### config.mk
export PLATFORM = sky130hd
export DESIGN_NAME = frame_period_meter
export DESIGN_NICKNAME = d
export VERILOG_FILES = /design/src/rtl/fpm_pkg.sv /design/src/rtl/fpm_edge.sv /design/src/rtl/fpm_core.sv /design/src/rtl/fpm_regs.sv /design/src/rtl/frame_period_meter.sv
export SDC_FILE = /design/constraint.sdc
export NUM_CORES = 1
export LEC_CHECK = 0
export CAP_MARGIN = 10
export CORE_ASPECT_RATIO = 0.5
export CORE_MARGIN = 4
export CORE_UTILIZATION = 47
export CTS_CLUSTER_SIZE = 25
export DETAILED_ROUTE_END_ITERATION = 10
export HOLD_SLACK_MARGIN = 0.02
export PLACE_DENSITY = 0.83
export SLEW_MARGIN = 5
export SYNTH_ARGS = -nofsm -noshare
export SYNTH_HDL_FRONTEND = slang
export SYNTH_HIERARCHICAL = 1
export SYNTH_SLANG_ARGS = --single-unit
### constraint.sdc
create_clock -name clk -period 5.1 [get_ports clk]
set_input_delay 1.02 -clock clk [delete_from_list [all_inputs] [get_ports clk]]
set_output_delay 1.02 -clock clk [all_outputs]
set_load 0.01 [all_outputs]
### src/rtl/fpm_pkg.sv
package fpm_pkg;

    typedef enum logic [1:0] {
        ST_IDLE  = 2'd0,
        ST_ARMED = 2'd1,
        ST_FIRST = 2'd2,
        ST_RUN   = 2'd3
    } fpm_state_e;

    localparam int REG_W         = 32;
    localparam int CTRL_EN_BIT   = 0;
    localparam int CTRL_IE_BIT   = 16;
    localparam int STAT_FLAG_BIT = 31;
    localparam int ADDR_CTRL     = 0;
    localparam int ADDR_STAT     = 1;

endpackage

### src/rtl/fpm_edge.sv
module fpm_edge (
    input  logic clk,
    input  logic rst_n,
    input  logic ws,
    output logic rise
);
    logic ws_q;

    always_ff @(posedge clk or negedge rst_n) begin
        if (!rst_n) ws_q <= 1'b0;
        else        ws_q <= ws;
    end

    assign rise = ws & ~ws_q;

    // A frame start is a single-cycle pulse
    assert_single_rise_R3: assert property (@(posedge clk) disable iff (!rst_n)
        rise |=> !rise);
endmodule

### src/rtl/fpm_core.sv
module fpm_core
    import fpm_pkg::*;
#(
    parameter int CNT_W = 16
) (
    input  logic             clk,
    input  logic             rst_n,
    input  logic             en,
    input  logic             rise,
    input  logic             clr_flag,
    output logic [CNT_W-1:0] value,
    output logic             flag
);
    localparam logic [CNT_W-1:0] CNT_MAX = '1;

    fpm_state_e       state_q, state_d;
    logic [CNT_W-1:0] cnt_q;
    logic             counting, latch, set_flag;

    // state register
    always_ff @(posedge clk or negedge rst_n) begin
        if (!rst_n) state_q <= ST_IDLE;
        else        state_q <= state_d;
    end

    always_comb begin
        state_d = state_q;
        unique case (state_q)
            ST_IDLE:  if (en) state_d = ST_ARMED;
            ST_ARMED: if (!en) state_d = ST_IDLE;
                      else if (rise) state_d = ST_FIRST;
            ST_FIRST: if (!en) state_d = ST_IDLE;
                      else if (rise) state_d = ST_RUN;
            ST_RUN:   if (!en) state_d = ST_IDLE;
            default:  state_d = ST_IDLE;
        endcase
    end

    assign counting = en && (state_q == ST_FIRST || state_q == ST_RUN);
    assign latch    = counting && rise;
    assign set_flag = latch && (state_q == ST_RUN) && (cnt_q != value);

    // outputs: counter, latched value, change flag
    always_ff @(posedge clk or negedge rst_n) begin
        if (!rst_n) begin
            cnt_q <= '0;
            value <= '0;
            flag  <= 1'b0;
        end else begin
            if (!counting || rise)      cnt_q <= '0;
            else if (cnt_q != CNT_MAX)  cnt_q <= cnt_q + 1'b1;
            if (latch) value <= cnt_q;
            flag <= set_flag | (flag & ~clr_flag);
        end
    end

    assert_hold_zero_R5: assert property (@(posedge clk) disable iff (!rst_n)
        !en |=> cnt_q == '0);
    assert_value_stable_R4: assert property (@(posedge clk) disable iff (!rst_n)
        !latch |=> $stable(value));
    assert_saturate_R9: assert property (@(posedge clk) disable iff (!rst_n)
        (cnt_q == CNT_MAX && counting && !rise) |=> cnt_q == CNT_MAX);
    assert_first_no_flag_R8: assert property (@(posedge clk) disable iff (!rst_n)
        (state_q == ST_FIRST && rise) |=> flag == $past(flag && !clr_flag));
    assert_w1c_R7: assert property (@(posedge clk) disable iff (!rst_n)
        (clr_flag && !set_flag) |=> !flag);
endmodule

### src/rtl/fpm_regs.sv
module fpm_regs
    import fpm_pkg::*;
#(
    parameter int ADDR_W = 2,
    parameter int CNT_W  = 16
) (
    input  logic              clk,
    input  logic              rst_n,
    input  logic              wr_en,
    input  logic [ADDR_W-1:0] addr,
    input  logic [REG_W-1:0]  wdata,
    input  logic [CNT_W-1:0]  value,
    input  logic              flag,
    output logic              en,
    output logic              ie,
    output logic              clr_flag,
    output logic [REG_W-1:0]  rdata
);
    logic sel_ctrl, sel_stat;

    assign sel_ctrl = (addr == ADDR_W'(ADDR_CTRL));
    assign sel_stat = (addr == ADDR_W'(ADDR_STAT));

    always_ff @(posedge clk or negedge rst_n) begin
        if (!rst_n) begin
            en <= 1'b0;
            ie <= 1'b0;
        end else if (wr_en && sel_ctrl) begin
            en <= wdata[CTRL_EN_BIT];
            ie <= wdata[CTRL_IE_BIT];
        end
    end

    assign clr_flag = wr_en && sel_stat && wdata[STAT_FLAG_BIT];

    always_comb begin
        rdata = '0;
        if (sel_ctrl) begin
            rdata[CTRL_EN_BIT] = en;
            rdata[CTRL_IE_BIT] = ie;
        end else if (sel_stat) begin
            rdata[CNT_W-1:0]     = value;
            rdata[STAT_FLAG_BIT] = flag;
        end
    end

    assert_ctrl_hold_R1: assert property (@(posedge clk) disable iff (!rst_n)
        !(wr_en && sel_ctrl) |=> ($stable(en) && $stable(ie)));
endmodule

### src/rtl/frame_period_meter.sv
module frame_period_meter
    import fpm_pkg::*;
#(
    parameter int CNT_W  = 16,
    parameter int ADDR_W = 2
) (
    input  logic              clk,
    input  logic              rst_n,
    input  logic              ws,
    input  logic              wr_en,
    input  logic [ADDR_W-1:0] addr,
    input  logic [31:0]       wdata,
    output logic [31:0]       rdata,
    output logic [CNT_W-1:0]  period_value,
    output logic              irq
);
    logic rise, en, ie, clr_flag, flag;

    fpm_edge u_edge (
        .clk  (clk),
        .rst_n(rst_n),
        .ws   (ws),
        .rise (rise)
    );

    fpm_regs #(.ADDR_W(ADDR_W), .CNT_W(CNT_W)) u_regs (
        .clk     (clk),
        .rst_n   (rst_n),
        .wr_en   (wr_en),
        .addr    (addr),
        .wdata   (wdata),
        .value   (period_value),
        .flag    (flag),
        .en      (en),
        .ie      (ie),
        .clr_flag(clr_flag),
        .rdata   (rdata)
    );

    fpm_core #(.CNT_W(CNT_W)) u_core (
        .clk     (clk),
        .rst_n   (rst_n),
        .en      (en),
        .rise    (rise),
        .clr_flag(clr_flag),
        .value   (period_value),
        .flag    (flag)
    );

    assign irq = flag & ie;
endmodule

==> impl_results.md, run 1 <==
- Synth cell types: 48
- Placer Congestion: 0.829
- Fin nets: 288
- PD cells: 212 mW/mm2
- CP arrival: 2710 ps
- Clock Skew: 2.79 ps
- #FFs+latches synth: 38
- Most used flip-flop cell after synthesis: dfrtp_1
- Most instantiated cells after synthesis: 38 x dfrtp_1, 17 x mux2_2, 17 x xnor2_1
- Post-synth EDFFs: 0
- Non-Filler Instances: 316
- CTS tree: yes
- Register area share after synthesis: 0.426
- Post-route setup TNS: 0 ps
- Placed insts: 308
- Die ar.: 0.00598 mm2
- Area leader, netlist: dfrtp_1
- DP HPWL: 3720 um
- Cts repair resizes: 0
- CP max stage cell: clkdlybuf4s50_1
- CP most frequent cell: clkdlybuf4s50_1
- # rows: 17
- Top Ports: 87
- Worst-skew pair later-pin latency: 290 ps
- Area fraction in compound gates after synthesis: 0.0915
- Status: completed
- Cells along the critical path: clkdlybuf4s50_1, nor2b_4, and2_2, clkdlybuf4s50_1
- Syn-to-layout area delta: 21.9%
- Met2 WL: 2430 um
- Via Count: 1752
- Unrepaired setup endpoints after global routing: no
- Crit path from: addr[0]
- Reg clk slew, reported paths: 70 ps
- WL met1: 2170 um
- Max Transition Viols Final: 0
- ANT cells: 0
- DP Worst Slack: 1350 ps
- Final hold viol count: 0
- Largest family of logic cells by synthesized area: simple AND/OR/NAND/NOR gates
- Num CTS Buffers: 5
- Share of flip-flops with an asynchronous set or reset: 1.00
- Post-Synthesis Cell Area: 0.00223 mm2
- Final setup viols: 0
- CP Max Fanout: 17
- Uppermost layer routed: met4
- Fin Hold WS: 536 ps
- Post-Synth XOR/XNOR Area: 0.0707
- Congestion Overflow GR: 0
- Leakage: 1.14 nW
- Worst Setup Slack, final: 1370 ps
- Register area: 951 um2
- Type of the worst setup path: input port to output pin
- Final period util: 0.732
- Largest net degree at the start of global routing: 39
- Core area: 0.00449 mm2
- Max Fclk: 268 MHz
- Maxcap violations: 0
- Setup Fix Bufs, Post-CTS: 0
- Critical Path Source Type: input port
- Die Width: 105 um
- Final Critical Period: 3730 ps
- Starting Density: 0.497
- RR Startpoint: u_core/cnt_q[0]$_DFFE_PN0P_
- Vias in the first global route: 1705
- CP Data Required Time: 4080 ps
- # DRC: 0
- Leading cell types by total area after synthesis: dfrtp_1 43%, mux2_2 8.6%, xnor2_1 6.7%, buf_4 4.7%, and2_2 4.4%
- Post-synthesis mux area share: 0.0948
- Synth Warn #: 6
- Via density: 5.54
- Die height: 56.7 um
- Global Route Usage Sum: 0.175
- Slew headroom: 0.443
- CTS Root Cell: clkbuf_8
- Met3 wire len: 370 um
- Initial DRC Count: 158
- First-pass GRT wire length: 8490 um
- Top-count cell post-synth: dfrtp_1
- Top-area cell type share of the netlist area: 0.426
- Fillers: 371
- Fraction of layout cells with a size suffix above 1: 0.196
- Nature of the critical path endpoint: output pin
- Routed Antenna Nets: 0
- Simple-Gate Fraction of Synth Area: 0.225
- Hold/Removal Path Class: register to register
- Clock Sinks: 38
- CTS H-tree depth: 2
- Port Buffers: 43
- Power, Total: 576 uW
- Delay of the slowest cell on the worst path: 560 ps
- Hold wc startpoint: u_regs/ie$_DFFE_PN0P_
- Worst-Margin Slew: 833 ps
- DRT Wirelength: 5060 um
- Syn Area/Cell: 10.5 um2
- Multi-input gate area: 0.00114 mm2
- Hold_buf cts: 0
- DR WL/cell: 16.0 um
- CTS Buffer Depth: 2
- Post-Synthesis Cells: 212
- Maximum vdd drop: 0.0000948 V
- Initial antenna violation count: 0
- First-pass DRT Iterations: 5
- Post-Synth Adder-Cell Area: 0.00561
metrics by stage:
stage                     instance area, um2   util
after global routing                    2720  0.606
after global placement                  2630  0.585
after CTS                               2720  0.606
after detailed placement                2630  0.585
after floorplan                         2280      -
final                                   2720  0.606
worst max-delay path, delay by kind of cell:
| kind | cells | cell delay, ps |
|---|---|---|
| simple gates | 2 | 580 |
| buf+inv | 2 | 1110 |
flip-flops by register name, indices dropped and copies added, names as in the netlist:
register / flops
u_core/cnt_q: 16
u_regs/en: 1
u_core/state_q: 2
u_core/value: 16
u_edge/ws_q: 1
u_core/flag: 1
u_regs/ie: 1
final cells by class:
class                           count  area share
Tap cell                           66      0.0304
Clock buffer                        7      0.0318
Clock inverter                      1     0.00184
Inverter                            4     0.00552
Sequential cell                    38       0.350
Timing Repair Buffer               44       0.161
Multi-Input combinational cell    156       0.419
layer usage:
metal | vias to the layer above | global-route usage
li1 | 816 | -
met1 | 839 | 0.229
met4 | 0 | 0.0430
met5 | - | 0
met2 | 80 | 0.284
met3 | 17 | 0.0540
final timing paths:
path                                                     end  slack [ps]  depth (start not counted)
worst max-delay path                                rdata[7]        1370                          4
worst min-delay path                   u_regs/ie$_DFFE_PN0P_         540                          1
worst max register to register  u_core/cnt_q[14]$_DFFE_PN0P_        2950                          5
worst min register to register         u_regs/ie$_DFFE_PN0P_         540                          1
max in group asynchronous        u_core/value[8]$_DFFE_PN0P_        3600                          2
min in group asynchronous        u_core/value[7]$_DFFE_PN0P_        1160                          2
layout by cell type (no fill, tap or decap), drive strengths merged:
cell / n
nor3: 1
and4: 2
nor4: 4
or3: 4
xor2: 1
o311ai: 4
inv: 4
a31oi: 3
o32ai: 1
and3: 4
and2: 17
or4: 2
mux2: 17
xnor2: 17
clkinv: 1
nand4: 9
o31ai: 1
dfrtp: 38
clkbuf: 7
o21a: 1
mux2i: 2
o31a: 1
o21ai: 5
conb: 14
clkdlybuf4s50: 43
or2: 5
buf: 1
nor2: 6
o211ai: 1
nor3b: 2
a211oi: 2
nor2b: 3
o41ai: 4
a21oi: 7
nand3: 9
ha: 1
nand2: 6
report_power, final:
group	internal (mW)	total, mW	switching (mW)	leakage (nW)
registers	0.308	0.316	0.00721	0.522
clock network	0.109	0.214	0.105	0.0482
logic	0.0203	0.0469	0.0266	0.567
logic make-up after synthesis:
family	count (synthesis)
adders and majority gates	1
AOI/OAI and AO/OA	30
other	1
buffers and inverters	31
and+or+nand+nor	74
xor gates and xnor gates	18
DFF	38
muxes	19
(Power assumes the default switching activity.)
==> run 2: changes to the inputs <==
--- a/config.mk
+++ b/config.mk
@@ -8,11 +8,11 @@
 export CAP_MARGIN = 10
 export CORE_ASPECT_RATIO = 0.5
 export CORE_MARGIN = 4
-export CORE_UTILIZATION = 47
+export CORE_UTILIZATION = 40
 export CTS_CLUSTER_SIZE = 25
 export DETAILED_ROUTE_END_ITERATION = 10
 export HOLD_SLACK_MARGIN = 0.02
-export PLACE_DENSITY = 0.83
+export PLACE_DENSITY = 0.75
 export SLEW_MARGIN = 5
 export SYNTH_ARGS = -nofsm -noshare
 export SYNTH_HDL_FRONTEND = slang
==> constraint.sdc (replaced) <==
create_clock -name clk -period 3.3 [get_ports clk]
set_input_delay 0.66 -clock clk [delete_from_list [all_inputs] [get_ports clk]]
set_output_delay 0.66 -clock clk [all_outputs]
set_load 0.01 [all_outputs]
==> run 2 against run 1 <==
First-iteration DRC count decreased by 59%; hold slack got worse by 58 ps; non-clock buffer count unchanged; die area increased by 16%; final area increased by 0.55%; clock power increased by 80%; critical path depth unchanged; critical endpoint is now rdata[9]; global-route usage decreased by 2.5 points; largest cell class unchanged.
==> impl_results.md, run 2 (synthesis results as in run 1) <==
- Status: completed
- Net Switching: 211 uW (+53%)
- CP Data Required Time: 2640 ps (-1440 ps)
- Clock Power Share: 0.408 (+0.037)
- Max Transition Viols Final: 0 (unchanged)
- # rows: 18 (+1)
- Crit path from: addr[0]
- Cts repair resizes: 0 (unchanged)
- Via density: 5.34 (-3.7%)
- Post-route setup TNS: 0 ps (unchanged)
- RR Startpoint: u_core/cnt_q[0]$_DFFE_PN0P_
- Hold/Removal Path Class: input port to asynchronous set/reset pin
- DRT Wirelength: 4980 um (-1.6%)
- Largest net degree at the start of global routing: 39 (unchanged)
- Met2 WL: 2380 um (-2.3%)
- WL met1: 2340 um (+7.7%)
- Nature of the critical path endpoint: output pin
- Final setup viols: 0 (unchanged)
- Cells along the critical path: clkdlybuf4s50_1, nor2b_4, and2_2, clkdlybuf4s50_1
- Maxcap violations: 0 (unchanged)
- Core area: 0.00516 mm2 (+15%)
- CP arrival: 2370 ps (-340 ps)
- Port Buffers: 43 (unchanged)
- Fraction of layout cells with a size suffix above 1: 0.196 (unchanged)
- Top Ports: 87 (unchanged)
- Num CTS Buffers: 5 (unchanged)
- Non-Filler Instances: 320 (+1.3%)
- Die ar.: 0.00690 mm2 (+16%)
- CTS Root Cell: clkbuf_8
- CP most frequent cell: clkdlybuf4s50_1
- Uppermost layer routed: met4
- DR WL/cell: 15.6 um (-2.8%)
- Die Width: 114 um (+7.8%)
- Fin nets: 288 (unchanged)
- Slew headroom: 0.427 (-0.0161)
- CTS H-tree depth: 2 (unchanged)
- CTS tree: yes
- Unrepaired setup endpoints after global routing: no
- CP Max Fanout: 17 (unchanged)
- Vias in the first global route: 1663 (-2.5%)
- Congestion Overflow GR: 0 (unchanged)
- Clock Sinks: 38 (unchanged)
- Commonest cells after routing, fill and taps aside: 42 x clkdlybuf4s50_1, 38 x dfrtp_1, 17 x xnor2_1, 17 x mux2_2, 14 x conb_1
- Critical Path Source Type: input port
- Leakage: 1.14 nW (+0.32%)
- Clock Skew: 4.24 ps (+1.45 ps)
- Via Count: 1708 (-2.5%)
- Max Fclk: 330 MHz
- Placer Congestion: 0.892 (+7.7%)
- First-pass GRT wire length: 8140 um (-4.1%)
- ANT cells: 0 (unchanged)
- DP HPWL: 3790 um (+1.8%)
- Most common cell after layout, fill and taps aside: clkdlybuf4s50_1
- Worst-skew pair later-pin latency: 290 ps (about the same)
- Largest regs: u_core/cnt_q: 16 flops, u_core/value: 16 flops, u_core/state_q: 2 flops
- Flop pwr share: 0.517 (-0.031)
- CTS Buffer Depth: 2 (unchanged)
- Met3 wire len: 221 um (-40%)
- Maximum vdd drop: 0.000181 V (+91%)
- # DRC: 0 (unchanged)
- Sw frac: 0.224 (-0.0166)
- PD cells: 346 mW/mm2 (+63%)
- Crit path to: rdata[9]
- Placed insts: 312 (+1.3%)
- First-pass DRT Iterations: 4 (-1)
- Reg clk slew, reported paths: 70 ps (about the same)
- Die height: 60.8 um (+7.2%)
- Type of the worst setup path: input port to output pin
- Final Critical Period: 3030 ps
- Setup Fix Bufs, Post-CTS: 0 (unchanged)
- Reg-to-Reg End: u_core/cnt_q[14]$_DFFE_PN0P_
- Initial DRC Count: 65 (-59%)
- Starting Density: 0.432 (-0.0645)
- Hold_buf cts: 0 (unchanged)
- CP max stage cell: clkdlybuf4s50_1
- Routed Antenna Nets: 0 (unchanged)
- Internal: 733 uW (+67%)
- Final period util: 0.919
- Global Route Usage Sum: 0.150 (-0.0247)
- Comb power frac: 0.075 (-0.006)
- Initial antenna violation count: 0 (unchanged)
- Reg2reg path depth: 5 (unchanged)
- Final hold viol count: 0 (unchanged)
- Worst reg2reg setup slack: 1240 ps (-1710 ps)
- Syn-to-layout area delta: 22.6%
- Delay of the slowest cell on the worst path: 570 ps (about the same)
- Worst-Margin Slew: 859 ps (+26.5 ps)
==> run 2: changes by cell type in the layout (fill, tap and decap cells not counted), sizes merged <==
| cell | previous run | this run |
|---|---|---|
| buf | 1 | 2 |
| bufinv | 0 | 1 |
| clkdlybuf4s50 | 43 | 42 |
| clkinv | 1 | 0 |
==> run 2: critical path: cells and delay by family <==
kind	cells	cell delay (ps)
buffers and inverters	2	1120
and+or+nand+nor	2	590
==> run 2: worst min-delay path by stage <==
stage | slack [ps] | end | startpoint
CTS | 500 | u_core/cnt_q[1]$_DFFE_PN0P_ | rst_n
global placement | 520 | u_regs/ie$_DFFE_PN0P_ | u_regs/ie$_DFFE_PN0P_
finish | 480 | u_core/cnt_q[0]$_DFFE_PN0P_ | rst_n
floorplan | 360 | u_core/cnt_q[0]$_DFFE_PN0P_ | rst_n
global route | 540 | u_core/cnt_q[3]$_DFFE_PN0P_ | rst_n
detailed placement | 520 | u_regs/ie$_DFFE_PN0P_ | u_regs/ie$_DFFE_PN0P_
==> run 2: power groups by stage <==
stage,registers [mW],logic [mW],clock network [mW]
2_1_floorplan,0.493,0.0535,0
6_report,0.488,0.0711,0.385
3_5_place_dp,0.497,0.0714,0
3_3_place_gp,0.496,0.0690,0
4_1_cts,0.488,0.0718,0.392
5_1_grt,0.491,0.0792,0.415
==> run 2: routing by layer <==
metal | track usage | vias to the layer above
met4 | 0.0479 | 0
met3 | 0.0299 | 5
met5 | 0 | -
li1 | - | 807
met2 | 0.259 | 38
met1 | 0.196 | 858
==> run 2: per-stage QoR <==
| step | util | setup WS [ps] | hold WS [ps] | instance area, um2 | total power [mW] |
|---|---|---|---|---|---|
| after floorplan | - | 1450 | 364 | 2280 | 0.547 |
| after global placement | 0.509 | 339 | 516 | 2630 | 0.565 |
| after detailed placement | 0.509 | 248 | 520 | 2630 | 0.569 |
| after CTS | 0.530 | 247 | 498 | 2730 | 0.951 |
| after global routing | 0.530 | 178 | 538 | 2730 | 0.984 |
| final | 0.530 | 267 | 478 | 2730 | 0.944 |
==> run 2: layout make-up <==
type	count	area (um2)
Fill cell	467	2420
Multi-Input combinational cell	156	1140
Sequential cell	38	951
Timing Repair Buffer	44	433
Tap cell	70	87.6
Clock buffer	7	76.3
Clock inverter	1	30.0
Inverter	4	15.0
